--- src/rtl/row_timer_pkg.sv ---
package row_timer_pkg;

  typedef enum logic [1:0] {
    PH_IDLE  = 2'd0,
    PH_SH    = 2'd1,
    PH_CONV1 = 2'd2,
    PH_CONV2 = 2'd3
  } phase_e;

  // strobes passed from the sequencer to the address path
  typedef struct packed {
    logic rowStart;
    logic inSh;
    logic xferStb;
  } seqStrobe_t;

endpackage

--- src/rtl/rowSeqCtrl.sv ---
module rowSeqCtrl
  import row_timer_pkg::*;
#(
  parameter int SH_CLKS   = 90,
  parameter int CONV_CLKS = 130
) (
  input  logic       clk,
  input  logic       rstN,
  input  logic       frameTrig,
  input  logic       rowTrig,
  input  logic       shutterTrig,
  input  logic       rowAvail,
  output seqStrobe_t stb,
  output logic       gainEn,
  output logic       sampSig,
  output logic       sampRst,
  output logic       convEn,
  output logic       convSel,
  output logic       busy
);
  localparam int MAX_PH = (SH_CLKS > CONV_CLKS) ? SH_CLKS : CONV_CLKS;
  localparam int CW     = $clog2(MAX_PH + 1);
  localparam logic [CW-1:0] SH_LAST   = CW'(SH_CLKS - 1);
  localparam logic [CW-1:0] CONV_LAST = CW'(CONV_CLKS - 1);
  localparam logic [CW-1:0] SH_HALF   = CW'(SH_CLKS / 2);

  phase_e        phase;
  logic [CW-1:0] phCnt;
  logic          startRow;

  assign startRow = (phase == PH_IDLE) && rowTrig && rowAvail && !frameTrig && !shutterTrig;

  always_ff @(posedge clk) begin
    if (!rstN) begin
      phase <= PH_IDLE;
      phCnt <= '0;
    end else if (frameTrig) begin
      phase <= PH_IDLE;
      phCnt <= '0;
    end else begin
      unique case (phase)
        PH_IDLE: begin
          if (startRow) begin
            phase <= PH_SH;
            phCnt <= '0;
          end
        end
        PH_SH: begin
          if (phCnt == SH_LAST) begin
            phase <= PH_CONV1;
            phCnt <= '0;
          end else begin
            phCnt <= phCnt + 1'b1;
          end
        end
        PH_CONV1: begin
          if (phCnt == CONV_LAST) begin
            phase <= PH_CONV2;
            phCnt <= '0;
          end else begin
            phCnt <= phCnt + 1'b1;
          end
        end
        PH_CONV2: begin
          if (phCnt == CONV_LAST) begin
            phase <= PH_IDLE;
            phCnt <= '0;
          end else begin
            phCnt <= phCnt + 1'b1;
          end
        end
        default: begin
          phase <= PH_IDLE;
          phCnt <= '0;
        end
      endcase
    end
  end

  always_comb begin
    gainEn  = (phase == PH_SH);
    sampSig = gainEn && (phCnt < SH_HALF);
    sampRst = gainEn && (phCnt >= SH_HALF);
    convEn  = (phase == PH_CONV1) || (phase == PH_CONV2);
    convSel = (phase == PH_CONV2);
    busy    = (phase != PH_IDLE);
    stb.rowStart = startRow;
    stb.inSh     = gainEn;
    stb.xferStb  = (phase == PH_CONV2) && (phCnt == CONV_LAST) && !frameTrig;
  end

endmodule

--- src/rtl/rowAddrPath.sv ---
module rowAddrPath
  import row_timer_pkg::*;
#(
  parameter int NUM_ROWS = 2196,
  parameter int ROW_W    = $clog2(NUM_ROWS + 1)
) (
  input  logic             clk,
  input  logic             rstN,
  input  logic             frameTrig,
  input  logic             shutterTrig,
  input  seqStrobe_t       stb,
  output logic             rowAvail,
  output logic             rstThisRow,
  output logic             readEn,
  output logic [ROW_W-1:0] sampleRow,
  output logic [ROW_W-1:0] rstRow
);
  localparam logic [ROW_W-1:0] ROW_END  = ROW_W'(NUM_ROWS);
  localparam logic [ROW_W-1:0] ROW_LAST = ROW_W'(NUM_ROWS - 1);

  logic [ROW_W-1:0] nextRow;
  logic [ROW_W-1:0] rstPtr;
  logic             rstArmed;
  logic             dataValid;

  assign rowAvail = (nextRow < ROW_END);
  assign readEn   = dataValid && !stb.inSh;

  // readout row address
  always_ff @(posedge clk) begin
    if (!rstN) begin
      nextRow   <= '0;
      sampleRow <= '0;
      dataValid <= 1'b0;
    end else if (frameTrig) begin
      nextRow   <= '0;
      dataValid <= 1'b0;
    end else begin
      if (stb.rowStart) begin
        sampleRow <= nextRow;
        nextRow   <= nextRow + 1'b1;
      end
      if (stb.xferStb) dataValid <= 1'b1;
    end
  end

  // rolling shutter reset pointer
  always_ff @(posedge clk) begin
    if (!rstN) begin
      rstPtr     <= '0;
      rstArmed   <= 1'b0;
      rstThisRow <= 1'b0;
      rstRow     <= '0;
    end else if (shutterTrig) begin
      rstPtr     <= '0;
      rstArmed   <= 1'b1;
    end else if (stb.rowStart) begin
      rstThisRow <= rstArmed;
      if (rstArmed) begin
        rstRow <= rstPtr;
        if (rstPtr == ROW_LAST) begin
          rstArmed <= 1'b0;
        end
        rstPtr <= rstPtr + 1'b1;
      end
    end
  end

endmodule

--- src/rtl/rowFrameTimer.sv ---
module rowFrameTimer
  import row_timer_pkg::*;
#(
  parameter int SH_CLKS   = 90,
  parameter int CONV_CLKS = 130,
  parameter int NUM_ROWS  = 2196,
  localparam int ROW_W    = $clog2(NUM_ROWS + 1)
) (
  input  logic             clk,
  input  logic             rstN,
  input  logic             frameTrig,
  input  logic             rowTrig,
  input  logic             shutterTrig,
  output logic             gainEn,
  output logic             sampSig,
  output logic             sampRst,
  output logic             convEn,
  output logic             convSel,
  output logic             xferStb,
  output logic             readEn,
  output logic             pixRstEn,
  output logic [ROW_W-1:0] sampleRow,
  output logic [ROW_W-1:0] rstRow,
  output logic             busy
);
  seqStrobe_t stb;
  logic       rowAvail;
  logic       rstThisRow;

  rowSeqCtrl #(.SH_CLKS(SH_CLKS), .CONV_CLKS(CONV_CLKS)) i_ctrl (
    .clk(clk), .rstN(rstN), .frameTrig(frameTrig), .rowTrig(rowTrig),
    .shutterTrig(shutterTrig), .rowAvail(rowAvail), .stb(stb),
    .gainEn(gainEn), .sampSig(sampSig), .sampRst(sampRst),
    .convEn(convEn), .convSel(convSel), .busy(busy)
  );

  rowAddrPath #(.NUM_ROWS(NUM_ROWS), .ROW_W(ROW_W)) i_path (
    .clk(clk), .rstN(rstN), .frameTrig(frameTrig), .shutterTrig(shutterTrig),
    .stb(stb), .rowAvail(rowAvail), .rstThisRow(rstThisRow), .readEn(readEn),
    .sampleRow(sampleRow), .rstRow(rstRow)
  );

  assign xferStb  = stb.xferStb;
  assign pixRstEn = gainEn && rstThisRow;

endmodule

--- config.mk ---
export PLATFORM = sky130hd
export DESIGN_NAME = rowFrameTimer
export DESIGN_NICKNAME = d
export VERILOG_FILES = /design/src/rtl/row_timer_pkg.sv /design/src/rtl/rowSeqCtrl.sv /design/src/rtl/rowAddrPath.sv /design/src/rtl/rowFrameTimer.sv
export SDC_FILE = /design/constraint.sdc
export NUM_CORES = 1
export LEC_CHECK = 0
export ABC_AREA = 1
export BUFFER_PORTS_ARGS = -buffer_cell sky130_fd_sc_hd__buf_4
export CORE_UTILIZATION = 60
export CTS_BUF_LIST = sky130_fd_sc_hd__clkbuf_8
export DETAILED_ROUTE_END_ITERATION = 12
export GPL_ROUTABILITY_DRIVEN = 0
export PLACE_DENSITY = 0.78
export SKIP_LAST_GASP = 1
export SLEW_MARGIN = 30
export SYNTH_ARGS = -nofsm -noshare
export SYNTH_HDL_FRONTEND = slang
export SYNTH_SLANG_ARGS = --single-unit
--- constraint.sdc ---
create_clock -name clk -period 2.2 [get_ports clk]
set_input_delay 0.33 -clock clk [delete_from_list [all_inputs] [get_ports clk]]
set_output_delay 0.33 -clock clk [all_outputs]
set_load 0.1 [all_outputs]
==> results of run 1 <==
-- cell usage after synthesis, drive strengths merged --
cell type and instances:
a21oi 64, nand2 142, o21ai 18, inv 46, nand4 6, clkbuf 5
o31ai 1, xor2 13, buf 13, nor2 41, xnor2 3, dfxtp 61
clkinv 1, ha 10, nand3 34, nor3 8, nor4 1
-- through the flow --
| stage | instance area (sq um) | cells | hold WS, ps | util, % | setup slack (ps) |
|---|---|---|---|---|---|
| 6_report | 3770 | 579 | 273 | 73.3 | 120 |
| 5_1_grt | 3770 | 579 | 295 | 73.3 | -51.8 |
| 4_1_cts | 3750 | 578 | 259 | 72.9 | 49.3 |
| 3_5_place_dp | 3520 | 562 | 456 | 68.5 | 247 |
| 3_3_place_gp | 3520 | 562 | 451 | 68.5 | 323 |
| 2_1_floorplan | 3250 | 467 | 439 | - | -56.4 |
-- cells by family after synthesis --
family | after synthesis | share of synthesized area [%]
and+or+nand+nor | 232 | 30.7
AOI/OAI and AO/OA | 83 | 13.0
buffers and inverters | 65 | 9.87
DFF | 61 | 38.1
xor gates and xnor gates | 16 | 4.37
adders and majority gates | 10 | 3.90
-- state kept, by name, summed over array words and instances (netlist names) --
signal and cells:
i_path.nextRow 12, i_path.rstPtr 12, i_path.rstRow 12, i_path.sampleRow 12, i_ctrl.phCnt 8, i_ctrl.phase 2
i_path.dataValid 1, i_path.rstArmed 1, i_path.rstThisRow 1
-- how the worst max path moves through the flow --
stage	start	end	slack [ps]	depth (start not counted)
4_1_cts	i_ctrl.phCnt[0]$_SDFFE_PP0P_	xferStb	50	8
6_report	i_ctrl.phCnt[1]$_SDFFE_PP0P_	xferStb	120	9
3_5_place_dp	i_ctrl.phase[1]$_SDFFE_PP0P_	i_path.rstPtr[0]$_SDFFE_PP0P_	250	9
2_1_floorplan	i_ctrl.phase[1]$_SDFFE_PP0P_	sampSig	-60	5
5_1_grt	i_ctrl.phCnt[1]$_SDFFE_PP0P_	xferStb	-50	9
3_3_place_gp	i_ctrl.phase[0]$_SDFFE_PP0P_	i_path.rstPtr[0]$_SDFFE_PP0P_	320	9
-- final cells by class --
| class | instances | area [sq um] |
|---|---|---|
| Tap cell | 70 | 87.6 |
| Clock buffer | 11 | 151 |
| Inverter | 47 | 183 |
| Fill cell | 456 | 1370 |
| Sequential cell | 61 | 1220 |
| Clock inverter | 5 | 73.8 |
| Timing Repair Buffer | 43 | 335 |
| Multi-Input combinational cell | 342 | 1710 |
-- metal layers --
metal  global-route usage, %  share of wire [%]  vias to the layer above
met2                    43.4                 44                      103
met4                    7.97                1.6                        0
li1                        -                  -                     1573
met3                    7.36                6.2                       14
met1                    37.9                 48                     1399
met5                       0                  0                        -
-- power breakdown --
part / total [mW] / leakage (nW) / internal, mW / switching [mW]
combinational: 0.268 / 0.832 / 0.0619 / 0.206
clock: 1.12 / 0.121 / 0.691 / 0.431
sequential: 1.13 / 0.494 / 1.12 / 0.0104
total: 2.52 / 1.45 / 1.87 / 0.647
-- worst register-to-register path: cells and delay by family, from the launching register on --
family | cells | cell delay (ps)
flops | 1 | 340
compound gates | 1 | 140
fa+ha+maj | 1 | 180
simple gates | 5 | 1110
buf+inv | 1 | 140
-- cell usage in the layout (no fill, tap or decap), drive strengths merged, types with 11 or more instances in the layout --
cell type / synthesis / layout
inv: 46 / 46
xor2: 13 / 13
nor2: 41 / 42
dfxtp: 61 / 61
buf: 13 / 43
clkbuf: 5 / 11
a21oi: 64 / 64
o21ai: 18 / 18
nand3: 34 / 34
nand2: 142 / 142
-- what timing repair did --
item / in CTS / in global routing
cloned: 0 / 1
gates resized for setup: 1 / 6
endpoints found under the hold margin: 0 / 0
endpoints found under the setup margin: 1 / 4
pin swaps: 0 / 1
==> key figures, run 1 <==
Drt
  • Post-DR wirelength/cell: 12.4 microns
  • Sum of routed wire length over all layers: ~7 mm
  • 1st-iter DRT viols: 248
  • Number of vias after detailed routing: 3089
  • Final routed DRC violation total: 0
  • Detailed-router iteration count before antenna repair: 5
  • Detail Route Antenna Nets: 0
  • Number of vias per cell: approximately 5.3

Synth
  • Synthesis-stage register bit count: 61
  • Netlist area before placement: 3210 sq um
  • Yosys warnings: 0
  • Post-synthesis instance total: 467
  • Top cells by area, synth: sky130_fd_sc_hd__dfxtp_1, sky130_fd_sc_hd__nand2_1, sky130_fd_sc_hd__a21oi_1, sky130_fd_sc_hd__inv_1, sky130_fd_sc_hd__nand3_1
  • Average size of a mapped cell: 6.86 sq um
  • Fraction of the yosys area taken by sequential cells: 38.1%
  • Most area-hungry cell type in the Yosys netlist: sky130_fd_sc_hd__dfxtp_1
  • Proportion of netlist area held by the largest area contributor: between 30% and 40%
  • Post-synthesis cell type count: 29
  • Post-Syn Nets: 482

CTS
  • CTS Sinks: 61
  • TritonCTS clock tree: built
  • Deepest clock path buffer count: 2
  • Post-CTS Setup Inserts: 0
  • Clk Tree Root Cell: sky130_fd_sc_hd__clkbuf_8
  • Clock edge transition at the registers on the reported setup and hold paths: roughly 70 ps
  • Cts hold-fix bufs: 0
  • Number of H-tree branching levels: 3
  • Number of buffers added by the clock tree synthesis step: 9
  • Clock latency on the worst-skew pair: roughly 350 ps

Placement
  • Half-perimeter wire length after detailed placement: 4.98 mm
  • Port Buf Inserts: 37

Timing
  • Worst rel slew slack: 64.7%
  • Final-report setup violation count: 0
  • Max-slew violation count: 0
  • Hold Vio Cnt, Final: 0
  • Final worst-path cycle share: between 90 and 100%
  • RSZ-0062 raised after global routing: yes
  • Worst-case clock skew: 8.28 ps
  • Worst Tran Pin Value: 529 ps
  • Period minus WS final: between 2000 and 2500 ps
  • Fmax: 481 MHz
  • Setup Total Neg Slack: 0 ps

Global route
  • Congestion Overflow GR: 0
  • Global router's overall resource usage: between 20% and 30%
  • First-pass GRT wire length: about 12 mm
  • Number of global-route vias before repair: 2634
  • Antenna violations before repair: 0
  • Maximum number of pins on one net before global-route repair: 31

Worst setup path
  • Setup slack of the worst register-to-register path: 240 ps
  • Worst setup path category: flop to output pin
  • Crit path buf inv count: 3
  • R2R cell count: 8
  • Required time reported for the critical path endpoint: 1870 ps
  • Start of the worst register-to-register path: i_ctrl.phase[1]$_SDFFE_PP0P_
  • Type of origin of the critical path: flop
  • Critical path cell sequence: inv_1 -> ha_1 -> nand2_1 -> nor2_1 -> nand2_1 -> inv_1 -> nand2_1 -> nor2_4 -> buf_12
  • Top cell family by delay on the critical path: simple AND/OR/NAND/NOR gates
  • Arrival time of data at the critical path endpoint: ~1800 ps
  • Critical Path End Type: output pin
  • Critical Path Most Common Cell: sky130_fd_sc_hd__nand2_1
  • Maximum cell stage delay along the critical path: 340 ps
  • End of the worst register-to-register path: i_path.rstRow[2]$_SDFFE_PN0P_
  • CP max stage cell: sky130_fd_sc_hd__dfxtp_1
  • Top fanout value on the critical path: 4

Finish
  • Antenna diodes: 0
  • Post-layout net count: ~520
  • Relative area change from synthesis to final layout: 17.6%
  • Fraction of final layout cells with drive strength greater than 1: around 15%

Die
  • Initial Utilization: 62.4%
  • Standard cell core area: 5140 sq um
  • Die Area: 5640 sq um
  • I/O pin count: 38
  • Die height: 75.1 microns
  • # rows: 26
  • Die width: 75.1 microns

Hold path
  • Worst hold start: shutterTrig
  • Hold/Removal Path Class: input port to flop
  • End point of the worst hold path: i_path.rstPtr[2]$_SDFFE_PP0P_
  • Number of stages on the worst hold path: 4

Pwr
  • Design Power: 2.52 mW
  • VDD IR max: 0.483 mV
  • Total power density per cell area: about 670 nW/um^2
  • Standby leakage power: 1.45 nW

Run
  • Number of violations of the max-capacitance limit: 0

Outcome
  • Run status: completed
Note: power is estimated with default switching activity, not from simulation.
==> inputs of run 2 (changes only) <==
==> constraint.sdc (replaced) <==
create_clock -name clk -period 2.2 [get_ports clk]
set_input_delay 0.44 -clock clk [delete_from_list [all_inputs] [get_ports clk]]
set_output_delay 0.44 -clock clk [all_outputs]
set_load 0.1 [all_outputs]
==> key figures, run 2 (synthesized netlist as in run 1, its figures left out) <==
Outcome
  • Run status: completed

Worst setup path
  • Arrival time of data at the critical path endpoint: 1700 ps (-50 ps)
  • Critical Path Most Common Cell: sky130_fd_sc_hd__nand2_2
  • Setup slack of the worst register-to-register path: 260 ps (+20 ps)
  • Worst setup path start: i_ctrl.phCnt[1]$_SDFFE_PP0P_
  • R2R cell count: 8 (unchanged)
  • Critical Path End Type: output pin
  • Critical path cell sequence: inv_1 -> ha_2 -> nand2_1 -> nor2_2 -> nand2_2 -> inv_2 -> nand2_2 -> nor2_4 -> buf_12
  • Top fanout value on the critical path: 4 (unchanged)
  • Maximum cell stage delay along the critical path: 340 ps (about the same)
  • Crit path capture: xferStb
  • Start of the worst register-to-register path: i_ctrl.phase[0]$_SDFFE_PP0P_
  • CP max stage cell: sky130_fd_sc_hd__dfxtp_2
  • Type of origin of the critical path: flop
  • Worst setup path category: flop to output pin
  • End of the worst register-to-register path: i_path.rstPtr[5]$_SDFFE_PP0P_
  • Required time reported for the critical path endpoint: 1760 ps (-110 ps)

Die
  • Die width: 75.1 microns (unchanged)
  • I/O pin count: 38 (unchanged)
  • Die height: 75.1 microns (unchanged)
  • Standard cell core area: 5140 sq um (unchanged)
  • # rows: 26 (unchanged)
  • Die Area: 5640 sq um (unchanged)
  • Initial Utilization: 62.4% (unchanged)

Placement
  • Worst setup slack after placement: 211 ps (-35.6 ps)
  • Post-DP Area: 3520 sq um (unchanged)
  • Half-perimeter wire length after detailed placement: 5.16 mm (+3.5%)
  • Port Buf Inserts: 37 (unchanged)
  • Placed Instances: 562 (unchanged)

CTS
  • TritonCTS clock tree: built
  • Clk Tree Root Cell: sky130_fd_sc_hd__clkbuf_8
  • Number of buffers added by the clock tree synthesis step: 9 (unchanged)
  • CTS Sinks: 61 (unchanged)
  • Number of H-tree branching levels: 3 (unchanged)
  • Clock latency on the worst-skew pair: 340 ps (about the same)
  • Clock edge transition at the registers on the reported setup and hold paths: 60 ps (about the same)
  • Deepest clock path buffer count: 2 (unchanged)
  • Cts hold-fix bufs: 0 (unchanged)

Timing
  • Setup Total Neg Slack: 0 ps (unchanged)
  • Worst rel slew slack: 67.8% (+3.1 points)
  • RSZ-0062 raised after global routing: yes
  • Period minus WS final: 2140 ps (+60.3 ps)
  • Max-slew violation count: 0 (unchanged)
  • Final setup slack of the worst path: 59.4 ps (-60.3 ps)
  • Worst-case clock skew: 3.49 ps (-4.80 ps)
  • Final worst-path cycle share: 97.3% (+2.7 points)
  • Fmax: 467 MHz (-2.8%)
  • Final-report setup violation count: 0 (unchanged)
  • Hold Vio Cnt, Final: 0 (unchanged)
  • Worst Tran Pin Value: 479 ps (-49.5 ps)

Global route
  • Antenna violations before repair: 0 (unchanged)
  • Congestion Overflow GR: 0 (unchanged)
  • First-pass GRT wire length: 11.8 mm (-0.52%)
  • Number of global-route vias before repair: 2676 (+1.6%)
  • Global router's overall resource usage: 27.5% (-0.33 points)
  • Maximum number of pins on one net before global-route repair: 31 (unchanged)

Drt
  • 1st-iter DRT viols: 152 (-39%)
  • Number of vias per cell: 5.32 (-0.26%)
  • Final routed DRC violation total: 0 (unchanged)
  • Detailed-router iteration count before antenna repair: 5 (unchanged)
  • Post-DR wirelength/cell: 12.7 microns (+2.1%)
  • Sum of routed wire length over all layers: 7.36 mm (+2.1%)
  • Number of vias after detailed routing: 3081 (-0.26%)
  • Detail Route Antenna Nets: 0 (unchanged)

Finish
  • Fraction of final layout cells with drive strength greater than 1: 16.9% (+1.6 points)
  • Antenna diodes: 0 (unchanged)
  • Most common cell after layout, fill and taps aside: sky130_fd_sc_hd__nand2_1
  • Leading cell types in the layout, fill and taps excluded: sky130_fd_sc_hd__nand2_1, sky130_fd_sc_hd__a21oi_1, sky130_fd_sc_hd__dfxtp_1, sky130_fd_sc_hd__inv_1, sky130_fd_sc_hd__buf_4
  • Post-layout net count: 520 (+0.19%)
  • Non-filler instance count after layout: 579 (unchanged)
  • Relative area change from synthesis to final layout: 19.0%
  • Number of fillers in the final layout: 449 (-1.5%)
  • Summed area of non-filler cells in the final layout: 3810 sq um (+1.2%)

Hold path
  • Hold/Removal Path Class: input port to flop

Pwr
  • Standby leakage power: 1.45 nW (+0.54%)
  • VDD IR max: 0.820 mV (+70%)
  • Total power density per cell area: 690 nW/um^2 (+3.2%)
  • Design Power: 2.63 mW (+4.4%)

Run
  • Number of violations of the max-capacitance limit: 0 (unchanged)
## run 2: cell types whose count changed in the layout (fill, tap and decap cells not counted)
cell / change
sky130_fd_sc_hd__bufinv_16: +1
sky130_fd_sc_hd__nand2_1: -2
sky130_fd_sc_hd__ha_2: +1
sky130_fd_sc_hd__inv_1: -3
sky130_fd_sc_hd__buf_6: +1
sky130_fd_sc_hd__nor2_2: +2
sky130_fd_sc_hd__nand2_2: +2
sky130_fd_sc_hd__ha_1: -1
sky130_fd_sc_hd__nor2_1: -2
sky130_fd_sc_hd__clkinv_2: -1
sky130_fd_sc_hd__inv_2: +2
## run 2: what timing repair did
| item | CTS | global route |
|---|---|---|
| buffers inserted | 0 | 1 |
| gates resized for setup | 5 | 9 |
| setup endpoints to repair | 3 | 4 |
| gates cloned | 0 | 1 |
| pin swaps | 0 | 2 |
## run 2: critical path: cells and delay by family (launching register included)
kind | cells | cell delay [ps]
fa+ha+maj | 1 | 170
buf+inv | 3 | 340
flops | 1 | 340
simple gates | 5 | 510
## run 2: stage by stage
step	hold WS [ps]	utilization (%)
final	402	74.2
after global routing	417	74.2
after CTS	394	73.5
after detailed placement	457	68.5
after global placement	453	68.5
after floorplan	439	-
## run 2: how the worst min path moves through the flow
stage	end	slack (ps)	start	depth (start not counted)
after detailed placement	i_path.rstRow[3]$_SDFFE_PN0P_	460	i_path.rstRow[3]$_SDFFE_PN0P_	2
final	i_path.rstPtr[2]$_SDFFE_PP0P_	400	shutterTrig	4
after floorplan	i_path.rstThisRow$_SDFFE_PN0P_	440	i_path.rstThisRow$_SDFFE_PN0P_	2
after CTS	i_path.rstPtr[2]$_SDFFE_PP0P_	390	shutterTrig	4
after global placement	i_path.rstRow[3]$_SDFFE_PN0P_	450	i_path.rstRow[3]$_SDFFE_PN0P_	2
after global routing	i_path.rstPtr[2]$_SDFFE_PP0P_	420	shutterTrig	4
## run 2: final cells by class
type	count	area, sq um	area share (%)
well taps	70	87.6	2.30
repair buffers	44	347	9.09
flip-flops and latches	61	1220	32.1
inverters	47	183	4.79
multi-input cells	342	1730	45.2
clock inverters	4	95.1	2.49
clock buffers	11	151	3.97
## run 2: layer usage
| metal | vias up | wire [microns] | track usage, % | share of wire (%) |
|---|---|---|---|---|
| li1 | 1571 | - | - | - |
| met1 | 1404 | 3360 | 34.8 | 46 |
| met2 | 93 | 3500 | 45.4 | 48 |
| met3 | 13 | 388 | 7.10 | 5.3 |
| met4 | 0 | 110 | 9.43 | 1.5 |
| met5 | - | 0 | 0 | 0 |
## run 2: report_power, final
group          internal [mW]  switching [mW]  leakage [nW]  total [mW]
Combinational         0.0641           0.208         0.835       0.272
Clock                  0.806           0.423         0.125        1.23
Sequential              1.12          0.0108         0.494        1.13
==> inputs of run 3 (changes only) <==
- clock period: 2.2 -> 2.1 ns (I/O delays scaled with it)
==> key figures, run 3 (synthesized netlist as in run 1, its figures left out) <==
Outcome
  • Run status: completed

Placement
  • Post-DP Area: 3530 sq um (+0.28%)
  • Worst setup slack after placement: 170 ps (-41.1 ps)
  • Half-perimeter wire length after detailed placement: 5.04 mm (-2.3%)
  • Port Buf Inserts: 37 (unchanged)

Die
  • Initial Utilization: 62.4% (unchanged)
  • I/O pin count: 38 (unchanged)
  • # rows: 26 (unchanged)
  • Die Area: 5640 sq um (unchanged)
  • Die height: 75.1 microns (unchanged)
  • Standard cell core area: 5140 sq um (unchanged)
  • Die width: 75.1 microns (unchanged)

Worst setup path
  • Required time reported for the critical path endpoint: 1680 ps (-80 ps)
  • Crit path buf inv count: 3 (unchanged)
  • Type of origin of the critical path: flop
  • Critical path cell sequence: inv_1 -> ha_2 -> nand2_1 -> nor2_2 -> nand2_2 -> inv_2 -> nand2_2 -> nor2_4 -> buf_12
  • Worst setup path category: flop to output pin
  • Maximum cell stage delay along the critical path: 340 ps (about the same)
  • Critical Path Most Common Cell: sky130_fd_sc_hd__nand2_2
  • CP max stage cell: sky130_fd_sc_hd__dfxtp_2
  • Critical Path End Type: output pin
  • Arrival time of data at the critical path endpoint: 1600 ps (-100 ps)
  • Top fanout value on the critical path: 4 (unchanged)
  • Top cell family by delay on the critical path: simple AND/OR/NAND/NOR gates

Finish
  • Number of fillers in the final layout: 463 (+3.1%)
  • Summed area of non-filler cells in the final layout: 3810 sq um (about the same)
  • Most common cell after layout, fill and taps aside: sky130_fd_sc_hd__nand2_1
  • Fraction of final layout cells with drive strength greater than 1: 17.6% (+0.68 points)
  • Post-layout net count: 522 (+0.38%)
  • Leading cell types in the layout, fill and taps excluded: sky130_fd_sc_hd__nand2_1, sky130_fd_sc_hd__a21oi_1, sky130_fd_sc_hd__dfxtp_1, sky130_fd_sc_hd__inv_1, sky130_fd_sc_hd__buf_4
  • Antenna diodes: 0 (unchanged)
  • Relative area change from synthesis to final layout: 18.9% (about the same)

Pwr
  • Design Power: 2.55 mW (-3.1%)
  • Sw Share: 27.3% (+2.9 points)
  • VDD IR max: 0.529 mV (-35%)
  • Part of the power in registers: 46.4% (+3.5 points)
  • Clock Power Share: 42.3% (-4.4 points)
  • Total power density per cell area: 668 nW/um^2 (-3.1%)
  • Internal portion of total power: 1.85 mW (-6.8%)
  • Switching power of the nets: 0.695 mW (+8.3%)
  • Combinational power share: 11.3% (+0.9 points)
  • Standby leakage power: 1.45 nW (-0.12%)

Timing
  • Worst-case clock skew: 8.25 ps (+4.76 ps)
  • Period minus WS final: 2020 ps
  • RSZ-0062 raised after global routing: yes
  • Final-report setup violation count: 0 (unchanged)
  • Fmax: 494 MHz
  • Final setup slack of the worst path: 75.5 ps (+16.0 ps)
  • Tightest hold margin: 370 ps (-32.5 ps)
  • Worst Tran Pin Value: 425 ps (-53.8 ps)
  • Hold Vio Cnt, Final: 0 (unchanged)
  • Final worst-path cycle share: a little over nine tenths
  • Max-slew violation count: 0 (unchanged)
  • Worst rel slew slack: 71.4% (+3.6 points)

CTS
  • Cts hold-fix bufs: 0 (unchanged)
  • CTS Sinks: 61 (unchanged)
  • TritonCTS clock tree: built
  • Clock latency on the worst-skew pair: 330 ps (about the same)
  • Number of buffers added by the clock tree synthesis step: 9 (unchanged)
  • Clk Tree Root Cell: sky130_fd_sc_hd__clkbuf_8
  • Deepest clock path buffer count: 2 (unchanged)
  • Clock edge transition at the registers on the reported setup and hold paths: 70 ps (about the same)
  • Number of H-tree branching levels: 3 (unchanged)

Drt
  • Number of vias per cell: 5.33 (about the same)
  • Post-DR wirelength/cell: 12.7 microns (-0.18%)
  • Number of vias after detailed routing: 3100 (+0.62%)
  • Sum of routed wire length over all layers: 7.38 mm (+0.34%)
  • 1st-iter DRT viols: 204 (+34%)
  • Detail Route Antenna Nets: 0 (unchanged)
  • Final routed DRC violation total: 0 (unchanged)
  • Detailed-router iteration count before antenna repair: 4 (-1)

Global route
  • Antenna violations before repair: 0 (unchanged)
  • Maximum number of pins on one net before global-route repair: 31 (unchanged)
  • Global router's overall resource usage: 27.7% (+0.22 points)
  • Congestion Overflow GR: 0 (unchanged)
  • First-pass GRT wire length: 11.8 mm (-0.23%)
  • Number of global-route vias before repair: 2603 (-2.7%)

Hold path
  • Hold/Removal Path Class: input port to flop

Run
  • Number of violations of the max-capacitance limit: 0 (unchanged)
[run 3: cell types whose count changed in the layout (fill, tap and decap cells not counted), moves of 2 or more]
cell	delta
sky130_fd_sc_hd__bufinv_16	-2
sky130_fd_sc_hd__clkinvlp_4	+2
sky130_fd_sc_hd__dfxtp_1	-2
sky130_fd_sc_hd__dfxtp_2	+2
sky130_fd_sc_hd__nor2_2	-2
[run 3: metal layers]
layer  wire (microns)  vias up  track usage (%)
met5                0        -                0
met4              125        0             13.6
met3              301       15             4.82
met2             3470       82             43.3
met1             3480     1424             37.0
li1                 -     1579                -
[run 3: stage by stage]
stage	setup TNS, ps	instances	utilization [%]
after floorplan	-231	467	-
after global placement	0	563	68.6
after detailed placement	0	563	68.6
after CTS	-8.99	581	73.6
after global routing	-32.6	582	74.2
final	0	582	74.2
[run 3: timing repair]
action,4_1_cts,5_1_grt
setup buffers,2,1
endpoints found under the setup margin,3,4
resized for setup,10,9
pin swaps,2,3
[run 3: final timing paths]
kind | to | start | cells after the start | slack (ps)
worst min-delay path | i_path.rstPtr[2]$_SDFFE_PP0P_ | shutterTrig | 4 | 370
worst max-delay path | xferStb | i_ctrl.phCnt[1]$_SDFFE_PP0P_ | 9 | 80
worst min register to register | i_path.rstRow[9]$_SDFFE_PN0P_ | i_path.rstRow[9]$_SDFFE_PN0P_ | 2 | 470
worst max register to register | i_path.rstPtr[11]$_SDFFE_PP0P_ | i_ctrl.phase[1]$_SDFFE_PP0P_ | 9 | 230
[run 3: power by group through the flow]
stage          sequential [mW]  clock (mW)  combinational [mW]
5_1_grt                   1.18        1.14               0.307
2_1_floorplan             1.26           0               0.182
3_3_place_gp              1.21           0               0.278
4_1_cts                   1.18        1.09               0.285
3_5_place_dp              1.21           0               0.282
6_report                  1.18        1.08               0.287
[run 3: tightest hold or removal path, cell delays in order]
cell                      delay [ps]
sky130_fd_sc_hd__buf_4            90
sky130_fd_sc_hd__nor2_1           50
sky130_fd_sc_hd__o21ai_0          60
sky130_fd_sc_hd__nor2_1           40
[run 3: layout make-up]
class	count	area (sq um)	share of cell area, %
clock buffers	11	151	3.97
clock inverters	5	58.8	1.54
inverters	47	183	4.79
multi-input cells	341	1720	45.2
flip-flops and latches	61	1230	32.2
well taps	70	87.6	2.30
repair buffers	47	380	9.98
